## src/rtl/evs_pkg.sv

```systemverilog
package evs_pkg;
  localparam int EDGE_W  = 2;
  localparam int NUM_DIR = 1 << EDGE_W;

  typedef enum logic [EDGE_W-1:0] {
    EDGE_NORTH = 2'd0,
    EDGE_EAST  = 2'd1,
    EDGE_SOUTH = 2'd2,
    EDGE_WEST  = 2'd3
  } edge_code_e;

  typedef enum logic [2:0] {
    ST_IDLE  = 3'd0,
    ST_TOP   = 3'd1,
    ST_ISSUE = 3'd2,
    ST_WAIT  = 3'd3,
    ST_SYNC  = 3'd4
  } seq_state_e;
endpackage

```

## src/rtl/evs_role.sv

```systemverilog
module evs_role
  import evs_pkg::*;
#(
  parameter logic [NUM_DIR-1:0] SPILL_MASK = 4'b0110
) (
  input  logic [EDGE_W-1:0] edge_i,
  output logic              spill_o
);
  logic [NUM_DIR-1:0] hit;

  for (genvar d = 0; d < NUM_DIR; d++) begin : g_dir
    assign hit[d] = SPILL_MASK[d] && (edge_i == EDGE_W'(d));
  end

  assign spill_o = |hit;
endmodule

```

## src/rtl/evs_gate.sv

```systemverilog
module evs_gate (
  input  logic clk,
  input  logic rst_n,
  input  logic clr_i,
  input  logic flag_i,
  output logic started_o
);
  logic seen_q;
  logic seen_d;

  always_comb begin
    if (clr_i) seen_d = 1'b0;
    else       seen_d = seen_q | flag_i;
  end

  always_ff @(posedge clk or negedge rst_n) begin
    if (!rst_n) seen_q <= 1'b0;
    else        seen_q <= seen_d;
  end

  assign started_o = seen_q | flag_i;
endmodule

```

## src/rtl/evs_fsm.sv

```systemverilog
module evs_fsm
  import evs_pkg::*;
(
  input  logic clk,
  input  logic rst_n,
  input  logic pass_start,
  input  logic virt_en,
  input  logic spill_dec,
  input  logic started,
  input  logic pass_done,
  input  logic xfer_done,
  input  logic bar_release,
  input  logic norm_arrive,
  output logic bar_arrive,
  output logic xfer_start,
  output logic xfer_spill,
  output logic active,
  output logic virt_mode
);
  seq_state_e st_q, st_d, loop_next;
  logic virt_q, spill_q;
  logic role_en;

  assign role_en = pass_start;

  always_ff @(posedge clk or negedge rst_n) begin
    if (!rst_n) begin
      virt_q  <= 1'b0;
      spill_q <= 1'b0;
    end else if (role_en) begin
      virt_q  <= virt_en;
      spill_q <= spill_dec & virt_en;
    end
  end

  always_comb begin
    if (pass_done) loop_next = ST_IDLE;
    else           loop_next = ST_TOP;
  end

  always_comb begin
    st_d = st_q;
    if (pass_start) begin
      st_d = virt_en ? ST_TOP : ST_IDLE;
    end else begin
      case (st_q)
        ST_IDLE:  st_d = ST_IDLE;
        ST_TOP: begin
          if (spill_q)      st_d = ST_SYNC;
          else if (started) st_d = ST_ISSUE;
          else              st_d = ST_SYNC;
        end
        ST_ISSUE: st_d = ST_WAIT;
        ST_WAIT: begin
          if (xfer_done) st_d = spill_q ? loop_next : ST_SYNC;
        end
        ST_SYNC: begin
          if (bar_release) begin
            if (spill_q && started) st_d = ST_ISSUE;
            else                    st_d = loop_next;
          end
        end
        default:  st_d = ST_IDLE;
      endcase
    end
  end

  always_ff @(posedge clk or negedge rst_n) begin
    if (!rst_n) st_q <= ST_IDLE;
    else        st_q <= st_d;
  end

  assign xfer_start = (st_q == ST_ISSUE);
  assign xfer_spill = spill_q;
  assign active     = (st_q != ST_IDLE);
  assign bar_arrive = virt_q ? (st_q == ST_SYNC) : norm_arrive;
  assign virt_mode  = virt_q;
endmodule

```

## src/rtl/edge_vunit_seq.sv

```systemverilog
module edge_vunit_seq
  import evs_pkg::*;
#(
  parameter logic [NUM_DIR-1:0] SPILL_MASK = 4'b0110
) (
  input  logic              clk,
  input  logic              rst_n,
  input  logic              pass_start,
  input  logic              virt_en,
  input  logic [EDGE_W-1:0] edge_dir,
  input  logic              compute_started,
  input  logic              pass_done,
  input  logic              norm_arrive,
  output logic              bar_arrive,
  input  logic              bar_release,
  output logic              xfer_start,
  output logic              xfer_spill,
  input  logic              xfer_done,
  output logic              active
);
  logic spill_dec_w;
  logic started_w;
  logic virt_mode_w;

  evs_role #(.SPILL_MASK(SPILL_MASK)) u_role (
    .edge_i  (edge_dir),
    .spill_o (spill_dec_w)
  );

  evs_gate u_gate (
    .clk       (clk),
    .rst_n     (rst_n),
    .clr_i     (pass_start),
    .flag_i    (compute_started),
    .started_o (started_w)
  );

  evs_fsm u_fsm (
    .clk         (clk),
    .rst_n       (rst_n),
    .pass_start  (pass_start),
    .virt_en     (virt_en),
    .spill_dec   (spill_dec_w),
    .started     (started_w),
    .pass_done   (pass_done),
    .xfer_done   (xfer_done),
    .bar_release (bar_release),
    .norm_arrive (norm_arrive),
    .bar_arrive  (bar_arrive),
    .xfer_start  (xfer_start),
    .xfer_spill  (xfer_spill),
    .active      (active),
    .virt_mode   (virt_mode_w)
  );
endmodule

```

## config.mk

```make
export PLATFORM = sky130hd
export DESIGN_NAME = edge_vunit_seq
export DESIGN_NICKNAME = d
export VERILOG_FILES = /design/src/rtl/evs_pkg.sv /design/src/rtl/evs_role.sv /design/src/rtl/evs_gate.sv /design/src/rtl/evs_fsm.sv /design/src/rtl/edge_vunit_seq.sv
export SDC_FILE = /design/constraint.sdc
export NUM_CORES = 1
export LEC_CHECK = 0
export BUFFER_PORTS_ARGS = -buffer_cell sky130_fd_sc_hd__buf_4
export CORE_AREA = 2 2 39 41
export CTS_BUF_LIST = sky130_fd_sc_hd__clkbuf_16
export DETAILED_ROUTE_END_ITERATION = 16
export DIE_AREA = 0 0 41 43
export PLACE_DENSITY_LB_ADDON = 0.3
export SLEW_MARGIN = 20
export SYNTH_ARGS = -nofsm -noshare
export SYNTH_HDL_FRONTEND = slang
export SYNTH_SLANG_ARGS = --single-unit
```

## constraint.sdc

```tcl
create_clock -name clk -period 2 [get_ports clk]
set_input_delay 0.4 -clock clk [delete_from_list [all_inputs] [get_ports clk]]
set_output_delay 0.4 -clock clk [all_outputs]
set_load 0.02 [all_outputs]
```

# Word-level counts from Yosys, hierarchy flattened
# Index checks and enable logic that the tools add are counted.
dict set report word_totals {
  regBits 6
  output_inout_bits 4
}
dict set report op_classes {
  n_bitwise 2
  n_reduce_logical 4
  mux 12
  n_eq_ne 8
}
# cell count
set op_table {}
lappend op_table {{2-to-1 mux 3 bit} 6}
lappend op_table {{case mux 3 bit (4 select lines)} 1}
lappend op_table {{equality test 3 x 2 -> 1 bit, second input constant} 2}
lappend op_table {{inequality test 3 bit, second input constant} 2}
lappend op_table {{2-to-1 mux 1 bit} 4}
lappend op_table {{equality test 3 x 1 -> 1 bit, second input constant} 1}
lappend op_table {{equality test 3 bit, second input constant} 1}
lappend op_table {{nonzero test 3 bit} 1}
lappend op_table {{equality test 2 x 1 -> 1 bit, second input constant} 1}
lappend op_table {{equality test 2 bit, second input constant} 1}
lappend op_table {{2-to-1 mux 2 bit} 1}
lappend op_table {{AND reduction 2 bit} 1}
lappend op_table {{OR reduction 2 bit} 1}
lappend op_table {{bitwise AND 1 bit} 1}
lappend op_table {{logical AND 1 bit} 1}
lappend op_table {{bitwise OR 1 bit} 1}

# Depth between registers and ports, before layout
# Gate-level depths: netlist of run 1.
dict set report depth {
  depth_word 6
  depth_mapped 4
  depth_no_buf 4
}

# Modules after synthesis
# Synthesis of run 1 repeated with hierarchy kept, for this count alone.
dict set report unflattened {
  hier_cells 43
  area_unflattened_um2 374.1
}
# mod area_each_um2 cells_per_inst instances
set modules_own_cells {}
lappend modules_own_cells {evs_fsm 324.1 39 1}
lappend modules_own_cells {evs_gate 41.3 3 1}
lappend modules_own_cells {evs_role 8.8 1 1}

# Worst setup path after synthesis of run 1
# No wires, ideal clock.
dict set report synth_path {
  kind {reg-to-output}
  from {register u_fsm.st_q[0]}
  to {output bar_arrive}
  path_slack_ns 0.479
  arrival_time_ns 1.121
  stages_incl_launch_ff 4
  n_path_buf 0
  t_required_ns 1.600
  cell_sequence {dfrtp_1 > nor2_1 > nand2_1 > o21ai_0}
}
dict set report synth_via {
  elab_chain_cells 2
}
# item line_no
set synth_rtl {}
lappend synth_rtl {{start, declared} evs_fsm.sv:20} ;# seq_state_e st_q, st_d, loop_next;
lappend synth_rtl {{start signal, assigned} evs_fsm.sv:70} ;# else st_q <= st_d;
lappend synth_rtl {{equality test 3 bit} evs_fsm.sv:76} ;# assign bar_arrive = virt_q ? (st_q == ST_SYNC) : norm_arrive;
lappend synth_rtl {{2-to-1 mux 1 bit} evs_fsm.sv:76}
lappend synth_rtl {{end, declared} edge_vunit_seq.sv:14} ;# output logic bar_arrive,
# Every way passes these cells.

# Worst setup path in the final report of run 1
# Same ends and word-level chain as after synthesis.

==> impl_metrics.ini, run 1 <==
[placement]
place_congestion = 0.7126
portBuffers = 14
dp_hpwl_um = 646.6

[clock_tree]
clock_path_buffers = 2
clk_pin_slew_ns = 0.03
cts_root_buf = clkbuf_16
h-tree-depth = 1
numCtsBuffers = 3
post_cts_resized = 0
insertion_delay_ns = 0.23
cts_tree = done
numClockSinks = 6

[die]
die_area_um2 = 1763
dieHeight_um = 43
fp.dieW_um = 41
io_pins = 15
initial_core_util_pct = 26.31
rows = 14
coreArea_um2 = 1384

[sta]
hold_viol = 0
fmax_mhz = 612.7
maxSlewViolCount = 0
tightest_slew_ns = 0.2426
fin_crit_ns = 1.632
clock_skew_ns = 0.0007635
finalCritPeriodShare_pct = 81.60
slew_headroom_pct = 83.83
finalSetupTns_ns = 0
finalSetupViolCount = 0
rsz0062_at_grt = false

[global_route]
first_global_vias = 324
grt_pass1_wl_um = 1311
grt_use_met2_pct = 16.56
grt_busiest_layer = met4
gr-total-overflow = 0
grt_use_met3_pct = 0
antenna_found_initial = 0
grt_use_met1_pct = 13.53
grt_max_degree = 8
grtUsageTotal_pct = 12.25

[power]
totalPowerFinal_mw = 0.5242
vdd_drop_max_mv = 0.8098
powerDensity_nw_per_um2 = 912.8
p_leak_nw = 0.2674

[routing]
vias_per_cell = 4.787
drt-initial-drc-count = 0
drc = 0
firstDrtPassIters = 1
ant_nets = 0
wl_per_cell_um = 11.09
dr_total_vias = 359
wirelength_um = 832

[yosys]
ys_ff_latch = 6
yosys.area.top_type = dfrtp_1
synth_cell_type_count = 21
synthesis.nets = 52
synthCells = 41
syn_area_um2 = 364.1
yosysSeqAreaShare_pct = 41.24
synthDominantCellAreaShare_pct = 41.24
synth_area_leaders = dfrtp_1, o31ai_4, o21ai_0
avgSynthCellArea_um2 = 8.880
ys_warn_count = 0

[layout]
drive_above_1_share_pct = 33.90
fin_util_pct = 41.50
fillerInstances = 148
fin_nets = 72
area_delta_synth_final_pct = 57.73
num_antenna_cells = 0

[flow_run]
maxCapViolCount = 0

[critical_path]
critPathMaxFanout = 7
critPathKind = reg2out
worst_setup_path_end_kind = output pin
cp-start-kind = flop
required_ns = 1.60
worstPathArrival_ns = 1.23

[min_path]
hold_class = in2reg

[status]
outcome = finished, final reports clean
## registers in the layout, indices dropped and copies added (netlist names)
| register | count |
|---|---|
| u_fsm.virt_mode | 1 |
| u_fsm.xfer_spill | 1 |
| u_fsm.st_q | 3 |
| u_gate.seen_q | 1 |
## per-stage QoR
step | worst slack, ns | area [um2] | hold WS, ns | instances
2_1_floorplan | 0.4791 | 364.1 | 0.1044 | 41
3_3_place_gp | 0.6141 | 489.2 | 0.2107 | 71
3_5_place_dp | 0.5999 | 489.2 | 0.2112 | 71
4_1_cts | 0.3547 | 574.3 | 0.3798 | 75
5_1_grt | 0.1959 | 574.3 | 0.3823 | 75
6_report | 0.3680 | 574.3 | 0.3801 | 75
## cells in the final DEF (no fill, tap or decap)
cell           synthesis  layout
dlygate4sd3_1          0       1
a21oi_1                1       1
inv_1                  4       4
clkbuf_16              0       3
o31ai_4                1       1
o32ai_1                1       1
nor2_1                 4       4
nor3_1                 3       3
or3_1                  1       1
xnor2_1                1       1
nand2b_1               1       1
o21ai_0                4       4
o21bai_1               1       1
and3_1                 1       1
dfrtp_1                6       6
nand4_1                1       1
o211ai_1               2       2
nor2b_2                1       1
buf_4                  0      14
o22ai_1                1       1
nand2_1                4       4
and2b_4                1       1
a2bb2oi_1              1       1
a211o_1                1       1
## worst max-delay path, cell delays in order (launching register included)
cell and delay, ns:
dfrtp_1 0.42, nor2_1 0.19, nand2_1 0.09, o21ai_0 0.15
buf_4 0.16
## repair_timing
action	in CTS	in global routing
setup buffers	0	0
hold buffers	1	0
endpoints found under the hold margin	6	0
## logic make-up after synthesis
kind of cell	after synthesis	share of synthesized area, %
AND/OR/NAND/NOR	17	24.40
buffers and inverters	4	4.123
AO/OA/AOI/OAI	13	27.84
XOR/XNOR	1	2.406
flip-flops	6	41.24
## worst paths after layout
path	start	end	slack (ns)	cells after the start
setup / recovery	u_fsm.st_q[0]	bar_arrive	0.37	4
hold / removal	bar_release	u_fsm.st_q[2]	0.38	2
setup reg to reg	u_fsm.st_q[1]	u_fsm.st_q[0]	0.69	4
hold reg to reg	u_gate.seen_q	u_gate.seen_q	0.52	2
max in group asynchronous	rst_n	u_fsm.virt_mode	1.37	2
min in group asynchronous	rst_n	u_gate.seen_q	0.52	2
## layer usage
| layer | wire [um] | part of all wire, % |
|---|---|---|
| met1 | 344 | 41 |
| met2 | 381 | 46 |
| met3 | 45 | 5.4 |
| met4 | 60 | 7.2 |
| met5 | 0 | 0 |
## cell usage after synthesis, drive strengths merged
cell / n
dfrtp: 6
and2b: 1
nand4: 1
o211ai: 2
o21ai: 4
and3: 1
a211o: 1
nor2: 4
inv: 4
o21bai: 1
o22ai: 1
o31ai: 1
nor3: 3
or3: 1
nand2: 4
nor2b: 1
o32ai: 1
a2bb2oi: 1
xnor2: 1
a21oi: 1
nand2b: 1
## final cells by class
type	count	area (um2)	share of cell area, %
Multi-Input combinational cell	31	198.9	34.64
Inverter	4	15.01	2.614
Clock buffer	3	75.07	13.07
Sequential cell	6	150.1	26.14
Tap cell	16	20.02	3.486
Timing Repair Buffer	15	115.1	20.04
## where the power goes
group          switching (mW)  leakage, nW  internal [mW]  total [mW]
Sequential            0.00693       0.0783          0.129       0.136
Combinational          0.0338        0.152         0.0351      0.0688
Clock                  0.0630       0.0370          0.256       0.319
Power figures use the tool's default switching activity.
==> run 2, diff against run 1 <==
Clock period 2 ns to 1.6 ns, I/O delays scaled along.
==> impl_metrics.ini, run 2 (synthesized netlist as in run 1, its figures left out) <==
[sta]
slew_headroom_pct = 85.05
clock_skew_ns = 0.002492
whs_ns = 0.3016
finalSetupViolCount = 0
hold_viol = 0
finalSetupTns_ns = 0
fin_ws_ns = 0.06701
maxSlewViolCount = 0
rsz0062_at_grt = false
finalCritPeriodShare_pct = 95.81
fin_crit_ns = 1.533
fmax_mhz = 652.3
tightest_slew_ns = 0.2236

[power]
vdd_drop_max_mv = 0.6123
p_leak_nw = 0.2679
powerDensity_nw_per_um2 = 1133

[critical_path]
path_cells = nor2b_2 -> and2b_4 -> buf_4
cp-start-kind = flop
crit_buf_inv = 1
required_ns = 1.28
worstPathArrival_ns = 1.21
critPathMaxFanout = 6
worst_setup_path_end_kind = output pin
max_stage_delay_ns = 0.43
critPathKind = reg2out
path_delay_family = flip-flops
cp_slowest_cell = dfrtp_1

[clock_tree]
cts_tree = done
numCtsBuffers = 3
clock_path_buffers = 2
cts_root_buf = clkbuf_16
h-tree-depth = 1
numClockSinks = 6
clk_pin_slew_ns = 0.03
postCtsSetupBuffers = 0
insertion_delay_ns = 0.23

[global_route]
grt_max_degree = 8
gr-total-overflow = 0
grtUsageTotal_pct = 11.94
antenna_found_initial = 0
first_global_vias = 338
grt_pass1_wl_um = 1331

[routing]
vias_per_cell = 4.960
wl_per_cell_um = 11.76
firstDrtPassIters = 4
wirelength_um = 882
dr_total_vias = 372
drc = 0
ant_nets = 0
drt-initial-drc-count = 13

[min_path]
hold_class = in2reg

[placement]
portBuffers = 14
place_area_um2 = 489.2
place_congestion = 0.7154
dp_hpwl_um = 664.9
post-place-ws_ns = 0.2787

[status]
outcome = finished, final reports clean

[die]
fp.dieW_um = 41
initial_core_util_pct = 26.31
rows = 14
io_pins = 15
die_area_um2 = 1763
dieHeight_um = 43
coreArea_um2 = 1384

[layout]
num_antenna_cells = 0
final_area_um2 = 576.8
layout_common_cells = buf_4, dfrtp_1, inv_1, nand2_1
fillerInstances = 145
fin_nets = 72
layout_commonest_cell = buf_4
largest_reg_flops = 3
drive_above_1_share_pct = 35.59
regMostFlops = u_fsm.st_q
area_delta_synth_final_pct = 58.42

[flow_run]
maxCapViolCount = 0
-- run 2: cell counts in the layout (fill, tap and decap cells not counted) --
Identical to the previous run, type by type.
-- run 2: what timing repair did --
action	CTS	global route
setup endpoints to repair	0	1
resized for setup	0	2
hold buffers	1	0
endpoints found under the hold margin	6	0
-- run 2: stage by stage --
step	total power, mW	std cells	utilization (%)
floorplan	0.2144	41	-
global placement	0.2574	71	35.35
detailed placement	0.2576	71	35.35
CTS	0.6614	75	41.50
global route	0.6852	75	41.68
finish	0.6535	75	41.68
-- run 2: final timing paths --
| kind | startpoint | to | slack (ns) | depth (start not counted) |
|---|---|---|---|---|
| max | u_fsm.st_q[1] | xfer_start | 0.07 | 3 |
| min | bar_release | u_fsm.st_q[2] | 0.30 | 2 |
| max reg2reg | u_fsm.st_q[1] | u_fsm.st_q[0] | 0.26 | 4 |
| min reg2reg | u_gate.seen_q | u_gate.seen_q | 0.51 | 2 |
| max in group asynchronous | rst_n | u_fsm.xfer_spill | 1.03 | 2 |
| min in group asynchronous | rst_n | u_fsm.st_q[0] | 0.46 | 2 |
-- run 2: metal layers --
layer | global-route usage (%) | up-vias | routed length (um)
met4 | 12.00 | 0 | 19
met5 | 0 | - | 0
met1 | 13.53 | 177 | 362
met2 | 17.50 | 10 | 454
met3 | 1.571 | 2 | 46
li1 | - | 183 | -
-- run 2: power breakdown --
group	switching, mW	internal, mW	leakage [nW]
clock	0.0754	0.320	0.0370
sequential	0.00983	0.162	0.0783
combinational	0.0425	0.0443	0.153
total	0.128	0.526	0.268
-- run 2: worst reg2reg max path: cells and delay by family (launching register included) --
kind / cells / cell delay, ns
AOI/OAI and AO/OA: 2 / 0.40
and+or+nand+nor: 2 / 0.39
DFF: 1 / 0.43
-- run 2: area by class of cell --
class                   instances  area [um2]  area share, %
clock buffers                   3       75.07          13.02
inverters                       4       15.01          2.603
multi-input cells              31       201.4          34.92
flip-flops and latches          6       150.1          26.03
well taps                      16       20.02          3.471
repair buffers                 15       115.1          19.96
